<file path="src/rtl/reduce_sum_pkg.sv">
package reduce_sum_pkg;
  typedef enum logic [1:0] {
    ST_IDLE  = 2'd0,
    ST_READ  = 2'd1,
    ST_ACCUM = 2'd2,
    ST_DONE  = 2'd3
  } rs_state_e;
endpackage

</file>
<file path="src/rtl/rs_addr_cnt.sv">
module rs_addr_cnt #(
  parameter int DEPTH = 16,
  localparam int AW = $clog2(DEPTH)
) (
  input  logic          clk_i,
  input  logic          rst_ni,
  input  logic          clr_i,
  input  logic          inc_i,
  output logic [AW-1:0] addr_o,
  output logic          last_o
);
  localparam logic [AW-1:0] LastAddr = AW'(DEPTH - 1);

  logic [AW-1:0] addr_q;

  always_ff @(posedge clk_i or negedge rst_ni) begin
    if (!rst_ni)      addr_q <= '0;
    else if (clr_i)   addr_q <= '0;
    else if (inc_i)   addr_q <= (addr_q == LastAddr) ? '0 : addr_q + AW'(1);
  end

  assign addr_o = addr_q;
  assign last_o = (addr_q == LastAddr);
endmodule

</file>
<file path="src/rtl/rs_accum.sv">
module rs_accum #(
  parameter int DW = 8,
  parameter int SW = 12
) (
  input  logic          clk_i,
  input  logic          rst_ni,
  input  logic          clr_i,
  input  logic          add_i,
  input  logic [DW-1:0] data_i,
  input  logic          publish_i,
  output logic [SW-1:0] sum_o
);
  logic [SW-1:0] acc_q, res_q;
  logic [SW-1:0] data_ext;

  generate
    if (SW > DW) begin : g_ext
      assign data_ext = {{(SW-DW){1'b0}}, data_i};
    end else begin : g_trunc
      assign data_ext = data_i[SW-1:0];
    end
  endgenerate

  always_ff @(posedge clk_i or negedge rst_ni) begin
    if (!rst_ni)      acc_q <= '0;
    else if (clr_i)   acc_q <= '0;
    else if (add_i)   acc_q <= acc_q + data_ext;
  end

  // result frozen except on publish
  always_ff @(posedge clk_i or negedge rst_ni) begin
    if (!rst_ni)        res_q <= '0;
    else if (publish_i) res_q <= acc_q;
  end

  assign sum_o = res_q;
endmodule

</file>
<file path="src/rtl/rs_ctrl.sv">
module rs_ctrl
  import reduce_sum_pkg::*;
(
  input  logic clk_i,
  input  logic rst_ni,
  input  logic start_i,
  input  logic last_i,
  output logic addr_clr_o,
  output logic addr_inc_o,
  output logic acc_clr_o,
  output logic acc_add_o,
  output logic publish_o,
  output logic busy_o,
  output logic done_o
);
  rs_state_e state_q, state_d;
  logic      done_q;

  always_comb begin
    state_d    = state_q;
    addr_clr_o = 1'b0;
    addr_inc_o = 1'b0;
    acc_clr_o  = 1'b0;
    acc_add_o  = 1'b0;
    publish_o  = 1'b0;
    unique case (state_q)
      ST_IDLE: begin
        addr_clr_o = 1'b1;
        if (start_i) begin
          acc_clr_o = 1'b1;
          state_d   = ST_READ;
        end
      end
      ST_READ:  state_d = ST_ACCUM;
      ST_ACCUM: begin
        acc_add_o  = 1'b1;
        addr_inc_o = 1'b1;
        state_d    = last_i ? ST_DONE : ST_READ;
      end
      ST_DONE: begin
        publish_o = 1'b1;
        state_d   = ST_IDLE;
      end
      default:  state_d = ST_IDLE;
    endcase
  end

  always_ff @(posedge clk_i or negedge rst_ni) begin
    if (!rst_ni) begin
      state_q <= ST_IDLE;
      done_q  <= 1'b0;
    end else begin
      state_q <= state_d;
      done_q  <= publish_o;
    end
  end

  assign busy_o = (state_q != ST_IDLE);
  assign done_o = done_q;
endmodule

</file>
<file path="src/rtl/reduce_sum_seq.sv">
module reduce_sum_seq #(
  parameter int DEPTH = 16,
  parameter int DW    = 8,
  localparam int AW   = $clog2(DEPTH),
  localparam int SW   = DW + AW
) (
  input  logic          clk_i,
  input  logic          rst_ni,
  input  logic          start_i,
  output logic [AW-1:0] rd_addr_o,
  input  logic [DW-1:0] rd_data_i,
  output logic          busy_o,
  output logic          done_o,
  output logic [SW-1:0] sum_o
);
  logic addr_clr, addr_inc, acc_clr, acc_add, publish, last;

  rs_ctrl u_ctrl (
    .clk_i      (clk_i),
    .rst_ni     (rst_ni),
    .start_i    (start_i),
    .last_i     (last),
    .addr_clr_o (addr_clr),
    .addr_inc_o (addr_inc),
    .acc_clr_o  (acc_clr),
    .acc_add_o  (acc_add),
    .publish_o  (publish),
    .busy_o     (busy_o),
    .done_o     (done_o)
  );

  rs_addr_cnt #(.DEPTH(DEPTH)) u_addr (
    .clk_i  (clk_i),
    .rst_ni (rst_ni),
    .clr_i  (addr_clr),
    .inc_i  (addr_inc),
    .addr_o (rd_addr_o),
    .last_o (last)
  );

  rs_accum #(.DW(DW), .SW(SW)) u_acc (
    .clk_i     (clk_i),
    .rst_ni    (rst_ni),
    .clr_i     (acc_clr),
    .add_i     (acc_add),
    .data_i    (rd_data_i),
    .publish_i (publish),
    .sum_o     (sum_o)
  );
endmodule

</file>
<file path="config.mk">
export PLATFORM = sky130hd
export DESIGN_NAME = reduce_sum_seq
export DESIGN_NICKNAME = d
export VERILOG_FILES = /design/src/rtl/reduce_sum_pkg.sv /design/src/rtl/rs_addr_cnt.sv /design/src/rtl/rs_accum.sv /design/src/rtl/rs_ctrl.sv /design/src/rtl/reduce_sum_seq.sv
export SDC_FILE = /design/constraint.sdc
export NUM_CORES = 1
export LEC_CHECK = 0
export ABC_AREA = 1
export CORE_MARGIN = 2
export CORE_UTILIZATION = 50
export CTS_CLUSTER_DIAMETER = 200
export DETAILED_ROUTE_END_ITERATION = 12
export PLACE_DENSITY = 0.82
export SLEW_MARGIN = 20
export SYNTH_ARGS = -nofsm -noshare
export SYNTH_HDL_FRONTEND = slang
export SYNTH_HIERARCHICAL = 1
export SYNTH_SLANG_ARGS = --single-unit
</file>
<file path="constraint.sdc">
create_clock -name clk_i -period 2.5 [get_ports clk_i]
set_input_delay 0.375 -clock clk_i [delete_from_list [all_inputs] [get_ports clk_i]]
set_output_delay 0.375 -clock clk_i [all_outputs]
set_load 0.005 [all_outputs]
</file>
# == Word level (Yosys, flattened, before mapping) ==
# Cells that the tools add are included.
# word_totals
ff_bits,31
input_bits,11
ram_bits,0
memories,0
elab_cells,29
romBits,0
out_inout_bits,18
latch_bits,0
# op_classes
div_mod_pow,0
n_shift,0
bitwise,0
n_addsub,2
n_eq_ne,5
n_lt_le_gt_ge,0
mul,0
n_mux,13
reduce_logical,4
# ops
cell,n
12-bit 2-to-1 mux,2
12-bit by 8-bit adder with 12-bit output,1
4-bit 2-to-1 mux,3
2-bit case mux with 4 select lines,1
2-bit nonzero test,3
1-bit 2-to-1 mux,5
4-bit by 1-bit adder with 4-bit output (second input constant),1
2-bit == test (second input constant),2
4-bit == test (second input constant),1
2-bit 2-to-1 mux,2
2-bit by 1-bit == test with 1-bit output (second input constant),1
2-bit logical NOT,1
2-bit inequality test (second input constant),1

# == Longest topological paths before layout ==
# Gate-level depths: netlist of run 1.
# logic_depth
depth_word,4
ltp_mapped,11
depth_no_buf,11

# == Cells and area by module ==
# The synthesis of run 1 kept the hierarchy.
# by_module_without_submodules
mod,seq_area_each_um2,cells_each,area_each_um2,instances
rs_accum,600.6,154,1340.0,1
rs_addr_cnt,100.1,26,224.0,1
rs_ctrl,75.1,17,133.9,1

# == Least setup slack after synthesis of run 1 ==
# Ideal clock, no wire load.
# synth_path
kind,input to register
start,input rd_data_i[0]
end,register u_acc.acc_q[2]
setup_time_ns,0.122
required_time_ns,2.378
n_path_buf,0
t_arrival_ns,1.491
stages,4
setup_slack_ns,0.888
path_cell_list,ha_1 -> fa_1 -> or2_2 -> a32o_1
# synth_via
elab_chain_len,3
# synth_lines
item,line_no,text
from (decl),reduce_sum_seq.sv:11,"input logic [DW-1:0] rd_data_i,"
12-bit by 8-bit adder with 12-bit output,rs_accum.sv:27,else if (add_i) acc_q <= acc_q + data_ext;
12-bit 2-to-1 mux,rs_accum.sv:27,
12-bit 2-to-1 mux,rs_accum.sv:26,else if (clr_i) acc_q <= '0;
to (signal assigned),rs_accum.sv:27,
to (decl),rs_accum.sv:13,"logic [SW-1:0] acc_q, res_q;"
# No other way between the ends. The select of a mux whose other input is x is not followed.
# A chain may end at the register's enable or synchronous reset.

# == Final worst setup path of run 1 ==
# layout_path
start,register u_ctrl.state_q[0]
end,output busy_o
# layout_via
elab_chain_len,1
# layout_lines
item,line_no,text
from (decl),rs_ctrl.sv:16,"rs_state_e state_q, state_d;"
from (signal assigned),rs_ctrl.sv:53,state_q <= state_d;
2-bit nonzero test,rs_ctrl.sv:58,assign busy_o = (state_q != ST_IDLE);
to (decl),reduce_sum_seq.sv:12,"output logic busy_o,"
# No other way between the ends.

==> metrics.cfg, run 1 <==
[run_status]
outcome=finished, final reports clean

[grt]
track_usage_pct=18.44
use_met2_pct=29.62
grt_start_max_net_pins=32
use_met1_pct=22.98
grt.busiest_layer=met2
grt_pass1_vias=1243
grt_overflow=0
grt_pass1_wl_um=5561
antenna_found_initial=0
use_met3_pct=6.159

[setup_path]
critPathArrivalTime_ps=1630
crit_path_max_fanout=6
reg2reg_from=u_acc/acc_q[0]
r2r_setup_slack_ps=790
r2r-end=u_acc/acc_q[8]
crit_type=reg -> out
rr_worst_depth=10
worstPathRequired_ps=2120
end_kind=output port
crit_path_start_kind=register

[cts]
cts.reportedPaths.clkPinSlew_ps=90
htree_levels=2
post-cts-setup-buffers=0
cts_resized=0
root_buffer=clkbuf_4
cts_hold_buf=0
clock_latency_ps=340
clkSinkCount=31
cts_buffers=5
clk_path_buf_depth=2
cts_tree=yes

[floorplan]
die_area_um2=3878
coreArea_um2=3311
boundaryPins=29
num_rows=21
die_w_um=62.28
die_h_um=62.28
start_util_pct=51.28

[synthesis]
yosys.area.top_type=dfrtp_1
synth_top_family_by_area=simple AND/OR/NAND/NOR gates
yosysWarnings=6
synth_edf_count=0
synth-adder-area-share_pct=7.811
synth.most_common_cell=nand2_1
synth_compound_area_share_pct=9.580
synth_seq_area_share_pct=45.69
syn_inst=197
ys.flop_type=dfrtp_1
synthMuxAreaShare_pct=3.979
synth_fp_nets=218
synth-simple-area-share_pct=27.27
synth_area_um2=1698
synth-seq-cells=31
synth-xor-area-share_pct=0
synthTopCellsByCount=nand2_1 (46), dfrtp_1 (31), nor2_1 (24), inv_1 (17), a21oi_1 (13)
avgSynthCellArea_um2=8.619
synth_area_leaders=dfrtp_1 (46%), nand2_1 (10%), ha_1 (6.6%)
synth_top_area_share_pct=45.69
synth.distinct_cells=29
async_reset_ff_share_pct=100.0

[finish]
regArea_um2=775.7
multiInputGateArea_um2=825.8
nets=251
layout-drive-gt1-share_pct=14.35
finalCoreUtilization_pct=62.89
nFillCells=310
antennaDiodeCount=0
syn_to_final_growth_pct=22.62

[sta]
slew_headroom_pct=60.42
finalWorstSetupSlack_ps=499.6
clock.fmax_mhz=499.9
hold_viol=0
clock_skew_ps=10.18
finalSetupViolations=0
rsz0062_at_grt=no
hold_ws_ps=420.4
worst_slew_pin_slew_ps=593.0
period_share_pct=80.02
period_minus_slack_ps=2000
tns_ps=0
drv_slew=0

[placed_design]
post-place-ws_ps=362.9
dp_hpwl_um=2353
place_congestion=0.8123
io_buffers=28

[routing]
ant_nets=0
avgRoutedWirePerCell_um=11.26
viasPerCell=4.928
wl_um=3108
drt_iter0_drc=56
vias=1360
drc=0
drtPass1Iterations=4

[pwr]
power_density_nw_per_um2=1152
ir_drop_mv=0.5355
p_leak_nw=1.022

[flow_run]
cap_violations=0

[hold_path]
hold_path.class=in -> async

-- cell usage in the layout, fill, tap and decap left out --
master,netlist,routed
nand4_1,1,1
mux2_2,6,6
nand3_1,11,11
clkbuf_8,0,1
fa_1,1,1
dfrtp_1,31,31
clkdlybuf4s50_1,0,28
o22ai_1,3,3
nand2_2,5,5
ha_1,9,9
inv_2,4,4
a21oi_1,13,13
inv_1,17,17
or2_2,1,1
nand3b_1,1,1
or2_0,1,1
buf_4,1,1
nor3b_1,1,1
nand2_1,46,46
o21ai_1,3,3
nor2_4,3,3
a21oi_2,1,1
a21boi_2,1,1
clkbuf_4,0,5
nor2_1,24,24
o21a_1,1,1
a32o_1,1,1
nor2_2,1,1
nor3_1,2,2
a22o_1,3,3
nand3_2,3,3
clkinv_2,0,1
-- through the flow --
stage | area, um2 | cells | power (mW)
floorplan | 1698 | 197 | 1.687
global placement | 2026 | 269 | 2.077
detailed placement | 2026 | 269 | 2.121
global route | 2082 | 276 | 2.637
CTS | 2082 | 276 | 2.425
finish | 2082 | 276 | 2.399
-- cell type report --
class,instances,area share [%]
clock inverters,1,0.2404
repair buffers,29,13.82
inverters,21,3.786
clock buffers,6,2.464
flip-flops and latches,31,37.26
multi-input cells,142,39.66
well taps,46,2.764
-- how the worst max path moves through the flow --
| stage | from | to | depth (start not counted) |
|---|---|---|---|
| floorplan | rd_data_i[0] | u_acc/acc_q[2] | 4 |
| global placement | rd_data_i[0] | u_acc/acc_q[10] | 11 |
| detailed placement | rd_data_i[0] | u_acc/acc_q[8] | 11 |
| CTS | u_ctrl/state_q[0] | busy_o | 3 |
| global route | u_ctrl/state_q[0] | busy_o | 3 |
| finish | u_ctrl/state_q[0] | busy_o | 3 |
-- registers in the layout, summed over array words and instances (netlist names) --
signal / flops
u_addr/addr_o: 4
u_acc/sum_o: 12
u_acc/acc_q: 12
u_ctrl/state_q: 2
u_ctrl/done_o: 1
-- critical path, cell delays in order, from the launching register on --
cell,delay [ps]
dfrtp_1,450
nor2_1,320
inv_1,70
clkdlybuf4s50_1,450
-- metal layers --
| metal | part of all wire [%] | wire [um] |
|---|---|---|
| met4 | 1.2 | 38 |
| met1 | 48 | 1492 |
| met5 | 0 | 0 |
| met2 | 46 | 1433 |
| met3 | 4.6 | 144 |
-- logic make-up (layout without fill, tap and decap cells) --
| family | after synthesis | in the layout |
|---|---|---|
| adders and majority gates | 10 | 10 |
| and+or+nand+nor | 100 | 100 |
| buffers and inverters | 24 | 57 |
| AOI/OAI and AO/OA | 26 | 26 |
| DFF | 31 | 31 |
| muxes | 6 | 6 |
-- where the power goes --
group          internal (mW)  total (mW)  switching, mW
registers              0.716       0.867          0.150
logic                  0.602        1.24          0.635
clock network          0.130       0.295          0.165
total                   1.45        2.40          0.950
No activity file was read; power rests on OpenSTA's default activity.
==> inputs of run 2 (changes only) <==
--- a/config.mk
+++ b/config.mk
@@ -7,10 +7,10 @@
 export LEC_CHECK = 0
 export ABC_AREA = 1
 export CORE_MARGIN = 2
-export CORE_UTILIZATION = 50
+export CORE_UTILIZATION = 47
 export CTS_CLUSTER_DIAMETER = 200
 export DETAILED_ROUTE_END_ITERATION = 12
-export PLACE_DENSITY = 0.82
+export PLACE_DENSITY = 0.81
 export SLEW_MARGIN = 20
 export SYNTH_ARGS = -nofsm -noshare
 export SYNTH_HDL_FRONTEND = slang
==> constraint.sdc (replaced) <==
create_clock -name clk_i -period 1.8 [get_ports clk_i]
set_input_delay 0.27 -clock clk_i [delete_from_list [all_inputs] [get_ports clk_i]]
set_output_delay 0.27 -clock clk_i [all_outputs]
set_load 0.005 [all_outputs]
==> metrics.cfg, run 2 (synthesis results as in run 1) <==
[setup_path]
rr_worst_depth=10
crit_path_max_fanout=5
crit_type=reg -> out
worstPathRequired_ps=1530
crit_path_start_kind=register
path_cells=nor2_1 > inv_1 > clkdlybuf4s50_1
crit_path_max_incr_delay_ps=450
critPathArrivalTime_ps=1430
cpMaxStageDelayCell=dfrtp_1
end_kind=output port

[floorplan]
num_rows=21
die_area_um2=4109
start_util_pct=49.71
die_h_um=64.11
boundaryPins=29
die_w_um=64.11
coreArea_um2=3416

[cts]
clkSinkCount=31
clk_path_buf_depth=2
cts_hold_buf=0
cts_buffers=5
clock_latency_ps=330
root_buffer=clkbuf_4
cts_tree=yes
htree_levels=2
cts.reportedPaths.clkPinSlew_ps=90

[sta]
period_minus_slack_ps=1702
clock_skew_ps=5.498
clock.fmax_mhz=587.4
period_share_pct=94.57
worst_slew_pin_slew_ps=388.9
slew_headroom_pct=74.07
drv_slew=0
finalSetupViolations=0
rsz0062_at_grt=no
hold_viol=0
tns_ps=0

[placed_design]
io_buffers=28
dp_hpwl_um=2522
placed_area_um2=2086
dp.cells=277
place_congestion=0.7993

[finish]
antennaDiodeCount=0
final_cell_area_um2=2157
stdcell_count=285
nets=259
final_common_cell=nand2_1
syn_to_final_growth_pct=27.05
final_cell_mix=nand2_1 (46), dfrtp_1 (31), clkdlybuf4s50_1 (28), nor2_1 (24), inv_1 (17)
layout-drive-gt1-share_pct=17.57

[routing]
wl_met3_um=158
drc=0
met1_length_um=1601
wl_um=3311
wl_met2_um=1490
drt_iter0_drc=59
vias=1416
drtPass1Iterations=4
top_layer_used=met4
viasPerCell=4.968
avgRoutedWirePerCell_um=11.62
ant_nets=0

[grt]
track_usage_pct=18.33
grt_pass1_wl_um=5837
grt_pass1_vias=1317
grt_start_max_net_pins=32
antenna_found_initial=0
grt_overflow=0

[flow_run]
cap_violations=0

[pwr]
p_leak_nw=1.065
power_mw=3.481
power_density_nw_per_um2=1614
ir_drop_mv=0.8302

[run_status]
outcome=finished, final reports clean

[hold_path]
hold_path.class=in -> async

## run 2: changes by cell type in the layout (fill, tap and decap cells not counted), sizes merged
cell | previous run | this run
clkinv | 1 | 0
buf | 1 | 9
clkbuf | 6 | 8
## run 2: timing repair
action | 4_1_cts | 5_1_grt
gates resized for setup | 0 | 1
endpoints found under the setup margin | 0 | 1
setup buffers | 0 | 0
## run 2: power by group
group          leakage [nW]  switching (mW)  internal (mW)
Sequential            0.384           0.207          0.994
Combinational         0.642           0.906          0.913
Clock                0.0386           0.230          0.230
## run 2: area by class of cell
| class | count | area (um2) |
|---|---|---|
| inverter | 21 | 78.83 |
| fill | 307 | 1259 |
| timing repair buffer | 37 | 347.8 |
| tap | 46 | 57.56 |
| multi-input combinational | 142 | 828.3 |
| clock buffer | 8 | 68.82 |
| sequential | 31 | 775.7 |
## run 2: worst paths after layout
path	from	endpoint	slack, ps
max	u_ctrl/state_q[1]	busy_o	100
min	rst_ni	u_acc/sum_o[3]	320
min in group clk_i	u_acc/sum_o[6]	u_acc/sum_o[6]	510
max in group asynchronous	rst_ni	u_addr/addr_o[0]	1190
min reg2reg	u_acc/sum_o[6]	u_acc/sum_o[6]	510
max reg2reg	u_acc/acc_q[0]	u_acc/acc_q[10]	140
## run 2: per-stage QoR
stage | hold slack, ps | worst slack [ps] | utilization (%)
2_1_floorplan | -25.59 | 196.9 | -
3_3_place_gp | 490.6 | -160.6 | 61.06
3_5_place_dp | 496.8 | -196.0 | 61.06
4_1_cts | 336.7 | 85.19 | 63.08
5_1_grt | 365.3 | 26.57 | 63.15
6_report | 317.7 | 97.67 | 63.15
## run 2: critical path: cells and delay by family (launching register included)
| kind | cells | cell delay (ps) |
|---|---|---|
| buffers and inverters | 2 | 490 |
| flip-flops | 1 | 450 |
| AND/OR/NAND/NOR | 1 | 160 |
## run 2: metal layers
metal / track usage [%] / vias to the layer above
met5: 0 / -
met4: 7.181 / 0
met3: 4.225 / 7
met2: 29.43 / 32
met1: 24.05 / 653
li1: - / 724
